## src/rtl/asram_ctrl_pkg.sv

```systemverilog
package asram_ctrl_pkg;

  typedef enum logic [2:0] {
    PH_IDLE,
    PH_TURN,
    PH_WSET,
    PH_WSTB,
    PH_WEND,
    PH_RSET,
    PH_RSTB
  } phase_e;

  function automatic int max4(input int a, input int b, input int c, input int d);
    int m;
    m = a;
    if (b > m) m = b;
    if (c > m) m = c;
    if (d > m) m = d;
    return m;
  endfunction

endpackage

```

## src/rtl/asram_phase_timer.sv

```systemverilog
module asram_phase_timer #(
  parameter int CNT_W = 2
) (
  input  logic             clk,
  input  logic             rst_n,
  input  logic             load,
  input  logic [CNT_W-1:0] load_val,
  output logic             last
);

  logic [CNT_W-1:0] cnt_q;

  always_ff @(posedge clk or negedge rst_n) begin
    if (!rst_n) begin
      cnt_q <= '0;
    end else if (load) begin
      cnt_q <= load_val;
    end else if (cnt_q != '0) begin
      cnt_q <= cnt_q - 1'b1;
    end
  end

  assign last = (cnt_q == '0);

endmodule

```

## src/rtl/asram_turn_guard.sv

```systemverilog
module asram_turn_guard #(
  parameter int TURN_CYC = 1
) (
  input  logic clk,
  input  logic rst_n,
  input  logic bus_held,
  output logic drive_ok_next
);

  localparam int TW = $clog2(TURN_CYC + 1);
  localparam logic [TW-1:0] LIM = TW'(TURN_CYC);

  logic [TW-1:0] quiet_q, quiet_d;

  always_comb begin
    if (bus_held) begin
      quiet_d = '0;
    end else if (quiet_q < LIM) begin
      quiet_d = quiet_q + 1'b1;
    end else begin
      quiet_d = quiet_q;
    end
  end

  always_ff @(posedge clk or negedge rst_n) begin
    if (!rst_n) begin
      quiet_q <= LIM;
    end else begin
      quiet_q <= quiet_d;
    end
  end

  assign drive_ok_next = (quiet_d >= LIM);

endmodule

```

## src/rtl/asram_pin_drive.sv

```systemverilog
module asram_pin_drive
  import asram_ctrl_pkg::*;
#(
  parameter int ADDR_W = 19,
  parameter int DATA_W = 8
) (
  input  logic              clk,
  input  logic              rst_n,
  input  phase_e            phase_d,
  input  logic              take,
  input  logic [ADDR_W-1:0] req_addr,
  input  logic [DATA_W-1:0] req_wdata,
  input  logic              cap,
  input  logic [DATA_W-1:0] mem_dq_in,
  output logic [ADDR_W-1:0] mem_addr,
  output logic              mem_ce_n,
  output logic              mem_we_n,
  output logic              mem_oe_n,
  output logic [DATA_W-1:0] mem_dq_out,
  output logic              mem_dq_oe,
  output logic              rsp_valid,
  output logic [DATA_W-1:0] rsp_rdata
);

  logic strobe_ce, strobe_we, strobe_oe, drive_bus;

  always_comb begin
    strobe_ce = (phase_d == PH_WSTB) || (phase_d == PH_RSTB);
    strobe_we = (phase_d == PH_WSTB);
    strobe_oe = (phase_d == PH_RSTB);
    drive_bus = (phase_d == PH_WSET) || (phase_d == PH_WSTB) || (phase_d == PH_WEND);
  end

  always_ff @(posedge clk or negedge rst_n) begin
    if (!rst_n) begin
      mem_ce_n   <= 1'b1;
      mem_we_n   <= 1'b1;
      mem_oe_n   <= 1'b1;
      mem_dq_oe  <= 1'b0;
      mem_addr   <= '0;
      mem_dq_out <= '0;
      rsp_valid  <= 1'b0;
      rsp_rdata  <= '0;
    end else begin
      mem_ce_n  <= !strobe_ce;
      mem_we_n  <= !strobe_we;
      mem_oe_n  <= !strobe_oe;
      mem_dq_oe <= drive_bus;
      if (take) begin
        mem_addr   <= req_addr;
        mem_dq_out <= req_wdata;
      end
      rsp_valid <= cap;
      if (cap) begin
        rsp_rdata <= mem_dq_in;
      end
    end
  end

endmodule

```

## src/rtl/asram_ctrl.sv

```systemverilog
module asram_ctrl
  import asram_ctrl_pkg::*;
#(
  parameter int ADDR_W     = 19,
  parameter int DATA_W     = 8,
  parameter int SETUP_CYC  = 1,
  parameter int WPULSE_CYC = 1,
  parameter int WREC_CYC   = 1,
  parameter int RACC_CYC   = 2,
  parameter int TURN_CYC   = 1
) (
  input  logic              clk,
  input  logic              rst_n,
  input  logic              req_valid,
  output logic              req_ready,
  input  logic              req_write,
  input  logic [ADDR_W-1:0] req_addr,
  input  logic [DATA_W-1:0] req_wdata,
  output logic              rsp_valid,
  output logic [DATA_W-1:0] rsp_rdata,
  output logic [ADDR_W-1:0] mem_addr,
  output logic              mem_ce_n,
  output logic              mem_we_n,
  output logic              mem_oe_n,
  output logic [DATA_W-1:0] mem_dq_out,
  input  logic [DATA_W-1:0] mem_dq_in,
  output logic              mem_dq_oe
);

  localparam int LEN_MAX = max4(SETUP_CYC, WPULSE_CYC, WREC_CYC, RACC_CYC);
  localparam int CNT_W   = $clog2(LEN_MAX + 1);
  localparam logic [CNT_W-1:0] LEN_SET = CNT_W'(SETUP_CYC - 1);
  localparam logic [CNT_W-1:0] LEN_WP  = CNT_W'(WPULSE_CYC - 1);
  localparam logic [CNT_W-1:0] LEN_REC = CNT_W'(WREC_CYC - 1);
  localparam logic [CNT_W-1:0] LEN_ACC = CNT_W'(RACC_CYC - 1);

  phase_e           phase_q, phase_d;
  logic             tmr_load, tmr_last;
  logic [CNT_W-1:0] tmr_val;
  logic             take, cap;
  logic             drive_ok_next;

  asram_phase_timer #(.CNT_W(CNT_W)) u_timer (
    .clk      (clk),
    .rst_n    (rst_n),
    .load     (tmr_load),
    .load_val (tmr_val),
    .last     (tmr_last)
  );

  asram_turn_guard #(.TURN_CYC(TURN_CYC)) u_turn (
    .clk           (clk),
    .rst_n         (rst_n),
    .bus_held      (phase_q == PH_RSTB),
    .drive_ok_next (drive_ok_next)
  );

  // Phase sequencer: each timed phase loads the timer on entry.
  always_comb begin
    phase_d  = phase_q;
    tmr_load = 1'b0;
    tmr_val  = '0;
    take     = 1'b0;
    cap      = 1'b0;
    unique case (phase_q)
      PH_IDLE: begin
        if (req_valid) begin
          take     = 1'b1;
          tmr_load = 1'b1;
          tmr_val  = LEN_SET;
          if (!req_write)        phase_d = PH_RSET;
          else if (drive_ok_next) phase_d = PH_WSET;
          else                   phase_d = PH_TURN;
        end
      end
      PH_TURN: begin
        if (drive_ok_next) begin
          phase_d  = PH_WSET;
          tmr_load = 1'b1;
          tmr_val  = LEN_SET;
        end
      end
      PH_WSET: begin
        if (tmr_last) begin
          phase_d  = PH_WSTB;
          tmr_load = 1'b1;
          tmr_val  = LEN_WP;
        end
      end
      PH_WSTB: begin
        if (tmr_last) begin
          phase_d  = PH_WEND;
          tmr_load = 1'b1;
          tmr_val  = LEN_REC;
        end
      end
      PH_WEND: begin
        if (tmr_last) phase_d = PH_IDLE;
      end
      PH_RSET: begin
        if (tmr_last) begin
          phase_d  = PH_RSTB;
          tmr_load = 1'b1;
          tmr_val  = LEN_ACC;
        end
      end
      PH_RSTB: begin
        if (tmr_last) begin
          phase_d = PH_IDLE;
          cap     = 1'b1;
        end
      end
      default: phase_d = PH_IDLE;
    endcase
  end

  always_ff @(posedge clk or negedge rst_n) begin
    if (!rst_n) phase_q <= PH_IDLE;
    else        phase_q <= phase_d;
  end

  assign req_ready = (phase_q == PH_IDLE);

  asram_pin_drive #(.ADDR_W(ADDR_W), .DATA_W(DATA_W)) u_pins (
    .clk        (clk),
    .rst_n      (rst_n),
    .phase_d    (phase_d),
    .take       (take),
    .req_addr   (req_addr),
    .req_wdata  (req_wdata),
    .cap        (cap),
    .mem_dq_in  (mem_dq_in),
    .mem_addr   (mem_addr),
    .mem_ce_n   (mem_ce_n),
    .mem_we_n   (mem_we_n),
    .mem_oe_n   (mem_oe_n),
    .mem_dq_out (mem_dq_out),
    .mem_dq_oe  (mem_dq_oe),
    .rsp_valid  (rsp_valid),
    .rsp_rdata  (rsp_rdata)
  );

endmodule

```

## config.mk

```make
export PLATFORM = sky130hd
export DESIGN_NAME = asram_ctrl
export DESIGN_NICKNAME = d
export VERILOG_FILES = /design/src/rtl/asram_ctrl_pkg.sv /design/src/rtl/asram_phase_timer.sv /design/src/rtl/asram_turn_guard.sv /design/src/rtl/asram_pin_drive.sv /design/src/rtl/asram_ctrl.sv
export SDC_FILE = /design/constraint.sdc
export NUM_CORES = 1
export LEC_CHECK = 0
export BUFFER_PORTS_ARGS = -buffer_cell sky130_fd_sc_hd__buf_2
export CORE_UTILIZATION = 43
export CTS_CLUSTER_SIZE = 14
export DETAILED_ROUTE_END_ITERATION = 10
export PLACE_DENSITY = 0.8
export SYNTH_ARGS = -nofsm -noshare
export SYNTH_HDL_FRONTEND = slang
export SYNTH_HIERARCHICAL = 1
export SYNTH_SLANG_ARGS = --single-unit
export TNS_END_PERCENT = 5
```

## constraint.sdc

```tcl
create_clock -name clk -period 1.7 [get_ports clk]
set_input_delay 0.255 -clock clk [delete_from_list [all_inputs] [get_ports clk]]
set_output_delay 0.255 -clock clk [all_outputs]
set_load 0.02 [all_outputs]
```

# Yosys cells after proc, flatten, opt, wreduce, memory -nomap -nowiden
# Cells that the tools add are included.
# word_totals
register_bits	46
out_inout_bits	41
# classes
add_sub_neg	2
n_lt_le_gt_ge	2
eq_ne	10
mux	21
reduce_logical	12
# ops
operator	n
3-bit 2-to-1 mux	7
3-bit one-hot mux with 6 select lines	1
3-bit equality test, second input constant	5
3-bit by 2-bit equality test with 1-bit output, second input constant	4
1-bit 2-to-1 mux	9
2-bit 2-to-1 mux	3
2-bit nonzero test	2
3-bit by 1-bit equality test with 1-bit output, second input constant	1
1-bit logical NOT	3
3-bit logical NOT	1
1-bit logical OR	3
1-bit one-hot mux with 3 select lines	1
3-bit OR reduction	1
2-bit logical NOT	1
2-bit OR reduction	1
2-bit by 1-bit subtractor with 2-bit output, second input constant	1
1-bit adder, second input constant	1
1-bit greater-or-equal comparator, second input constant	1
1-bit < comparator, second input constant	1

# Longest topological paths before layout
# depth
depth_word	11
ltp_mapped	9
depth_no_buf	8

# Modules after synthesis
# The synthesis kept the hierarchy.
# modules_own_cells
module	instances	cells_each	area_per_inst_um2
asram_pin_drive	1	86	1570.3
asram_ctrl	1	33	299.0
asram_phase_timer	1	12	113.9
asram_turn_guard	1	1	3.8

# Least setup slack after synthesis
# Ideal clock, no wire load.
# synth_path
path_kind	flip-flop to flip-flop
from	reg phase_q[2]
to	reg u_timer.cnt_q[1]
setup_time_ps	124
arrival_time_ps	1680
slack_ps	-104
stages_incl_launch_ff	8
period_less_slack_ps	1804
cell_sequence	dfrtp_1 > buf_2 > nor3b_1 > inv_1 > mux2i_1 > nor3_1 > or3_1 > o31a_1
# synth_between
elab_chain_cells	6
word_cells_on_any_way	13
classes_between	order compare (1); eq/ne (5); mux (4); reduce/logical (3)
# synth_rtl
item	line	text
from (decl)	asram_ctrl.sv:37	phase_e phase_q, phase_d;
from (signal assigned)	asram_ctrl.sv:119	else phase_q <= phase_d;
3-bit equality test (*)	asram_ctrl.sv:54	.bus_held (phase_q == PH_RSTB),
1-bit 2-to-1 mux (*)	asram_turn_guard.sv:16	if (bus_held) begin
1-bit greater-or-equal comparator (*)	asram_turn_guard.sv:33	assign drive_ok_next = (quiet_d >= LIM);
via drive_ok_next	asram_ctrl.sv:41	logic drive_ok_next;
1-bit 2-to-1 mux (*)	asram_ctrl.sv:77	if (drive_ok_next) begin
1-bit one-hot mux with 3 select lines (*)	asram_ctrl.sv:65	unique case (phase_q)
via tmr_load	asram_ctrl.sv:38	logic tmr_load, tmr_last;
2-bit 2-to-1 mux / 2-bit nonzero test (equally long branches)	--	
to (signal assigned)	asram_phase_timer.sv:17	cnt_q <= load_val;
to (signal assigned)	asram_phase_timer.sv:19	cnt_q <= cnt_q - 1'b1;
to (decl)	asram_phase_timer.sv:11	logic [CNT_W-1:0] cnt_q;
# Mark *: on every way through the listed nets, which the timed path passes. The rest lies on a longest branch.
# A chain may end at the register's enable or synchronous reset.

# Worst setup path in the final report
# layout_path
from	reg phase_q[1]
to	reg u_pins.mem_addr[5]
# layout_between
elab_chain_cells	2
# layout_rtl
item	line	text
3-bit logical NOT	asram_ctrl.sv:65	
1-bit 2-to-1 mux	asram_ctrl.sv:65	
via take	asram_ctrl.sv:40	logic take, cap;
to (signal assigned)	asram_pin_drive.sv:50	mem_addr <= req_addr;
to (decl)	asram_pin_drive.sv:15	output logic [ADDR_W-1:0] mem_addr,
# The timed path passes the listed nets, and every way through them passes these cells.

==> flow_metrics.tcl <==
set metrics [dict create \
    status "complete, but fails checks" \
    violations "setup timing" \
    nets 274 \
    p_leak_nw 1.374 \
    first_global_vias 1430 \
    pre_cts_ws_ps -122.3 \
    min_path_type "input port to register" \
    grt_setup_unrepaired "true" \
    core_um2 4384 \
    critical_path.top_delay_family "buffers and inverters" \
    crit_buf_inv 3 \
    place_congestion 0.8045 \
    worstSetupStartpointType "register" \
    cts_tree "done" \
    avgSynthCellArea_um2 15.05 \
    final-hold-violation-count 0 \
    arrival_ps 1890 \
    vias 1374 \
    fmax_mhz 582.2 \
    synth-compound-area-share_pct 3.526 \
    synth_common_cells "dfrtp_1, mux2_4, mux2_2" \
    grt_pass1_wl_mm 6.403 \
    power_density_nw_per_um2 2111 \
    io_pins 80 \
    path_clk_slew_ps 80 \
    die_h_um 69.98 \
    io_buffer_count 79 \
    relSlewSlack_pct 63.89 \
    grt_max_degree 24 \
    rows 24 \
    seq_area_frac_synth_pct 56.86 \
    drt_drc_violations_left 0 \
    clkPwrFrac_pct 13.6 \
    syn_nets 172 \
    vias_per_cell 4.787 \
    clk_latency_ps 290 \
    place_hpwl_mm 2.809 \
    cts_inserted_buffers 5 \
    synthArstFlopShare_pct 100.0 \
    slowest_delay_ps 430 \
    ys_warn_count 6 \
    p_comb_share_pct 53.4 \
    cts_root_buf "clkbuf_8" \
    synthFlopType "dfrtp_1" \
    cts_max_path_buffers 2 \
    p_sw_mw 2.170 \
    h-tree-depth 2 \
    grt_remaining_overflow 0 \
    irDropWorstVdd_mv 1.169 \
    tns_ps -119.4 \
    muxShareOfSynthArea_pct 25.25 \
    grt_usage_pct 16.63 \
    synth.area.top_cells "dfrtp_1, mux2_4, mux2_2" \
    switching_share_pct 37.45 \
    path_cells "buf_6, nor4b_4, buf_4, buf_12, mux2_4" \
    synth_fa_ha_area_share_pct 0.6297 \
    routedWlPerCell_um 13.24 \
    utilization_pct 62.61 \
    dp_cells 276 \
    yosysTopAreaCell "dfrtp_1" \
    cts.sinks 45 \
    holdWs_ps 193.3 \
    p_int_mw 3.625 \
    drive_gt1_share_pct 69.36 \
    synth_top_area_share_pct 52.90 \
    drt_first_pass_iters 4 \
    first_iter_violations 38 \
    drv_cap 0 \
    min_period_ps 1718 \
    ys_ff_latch 45 \
    synthSimpleGateAreaFrac_pct 7.683 \
    wirelength_mm 3.800 \
    start_util_pct 45.32 \
    syn_to_final_growth_pct 38.16 \
    synth_xor_area_share_pct 0.8816 \
    timing.final.crit_share_pct 101.0 \
    end_kind "register" \
    p_total_mw 5.795 \
    synth_edf_count 0 \
    synth_top_family_by_area "multiplexers" \
    diodes 0 \
    dieArea_um2 4897 \
    setup_viol 17 \
    ant_nets 0 \
    cp.required_ps 1870 \
    synth.most_common_cell "dfrtp_1" \
    synth_area_um2 1987 \
    antenna_found_initial 0 \
    stdcell_area_um2 2745 \
    crit_fanout 17 \
    clock_skew_ps 5.923 \
    ys_types 37 \
    path_class "register to register" \
    die_w_um 69.98 \
    tightest_slew_ps 541.7 \
    final_cells 287 \
    p_seq_share_pct 33.0 \
    worst_slack_ps -17.58 \
    finalMaxSlewViolations 0 \
    netlist_instances 132 \
    placed_cell_area_um2 2556 \
    cpMaxStageDelayCell "dfrtp_1" \
]
==> cell families after synthesis <==
family          after synthesis
buf+inv                      12
compound gates                9
mux                          38
simple gates                 24
fa+ha+maj                     1
flops                        45
other cells                   1
xor+xnor                      2
==> power groups by stage <==
| stage | registers [mW] | logic, mW | clock network, mW |
|---|---|---|---|
| after global routing | 1.99 | 3.31 | 0.866 |
| after global placement | 1.90 | 2.92 | 0 |
| after floorplan | 2.50 | 1.42 | 0 |
| after CTS | 1.92 | 3.07 | 0.827 |
| after detailed placement | 1.92 | 2.96 | 0 |
| final | 1.91 | 3.09 | 0.790 |
==> registers in the layout, indices dropped and copies added, names as in the netlist <==
signal,cells
u_pins/mem_addr,19
u_pins/mem_we_n,1
u_pins/mem_ce_n,1
u_pins/rsp_valid,1
u_pins/mem_oe_n,1
u_pins/mem_dq_out,8
u_pins/mem_dq_oe,1
phase_q,3
u_timer/cnt_q,2
u_pins/rsp_rdata,8
==> cell usage in the layout, fill, tap and decap left out, types with 2 or more instances in the layout <==
cell	count
a21oi_2	2
buf_12	2
buf_2	79
buf_4	18
buf_6	2
clkbuf_8	5
dfrtp_1	40
dfrtp_2	2
dfstp_2	3
inv_1	3
inv_2	2
mux2_2	15
mux2_4	21
nand2_1	4
nor2_1	2
nor3_1	3
nor3b_2	2
o21ai_0	2
xor2_1	2
==> metal layers <==
layer | part of all wire (%) | GRT usage (%) | up-vias
met2 | 48 | 26.71 | 58
met5 | 0 | 0 | -
met3 | 7.2 | 5.051 | 2
li1 | - | - | 665
met1 | 45 | 21.85 | 649
met4 | 0.32 | 4.667 | 0
==> worst paths after layout <==
check	startpoint	end	slack (ps)	depth (start not counted)
worst max-delay path	phase_q[1]	u_pins/mem_addr[5]	-20	5
worst min register to register	u_pins/mem_dq_out[2]	u_pins/mem_dq_out[2]	510	1
worst max register to register	phase_q[1]	u_pins/mem_addr[5]	-20	5
max in group asynchronous	rst_n	u_pins/mem_dq_out[5]	720	3
worst min-delay path	req_addr[0]	u_pins/mem_addr[0]	190	2
min in group asynchronous	rst_n	u_pins/rsp_valid	480	2
==> repair_timing <==
action                     in CTS  in global routing
setup buffers                   2                  0
setup endpoints to repair      36                 38
pin swaps                       3                  3
resized for setup               8                  5
hold buffers                    1                  0
hold endpoints to repair       19                  0
cloned                          0                  0
==> final cells by class <==
type	count	area, µm²
repair buffers	102	603.1
clock inverters	3	43.79
flip-flops and latches	45	1132
multi-input cells	75	813.3
fillers	347	1639
inverters	5	18.77
well taps	52	65.06
clock buffers	5	68.82
Note: power is estimated with default switching activity, not from simulation.
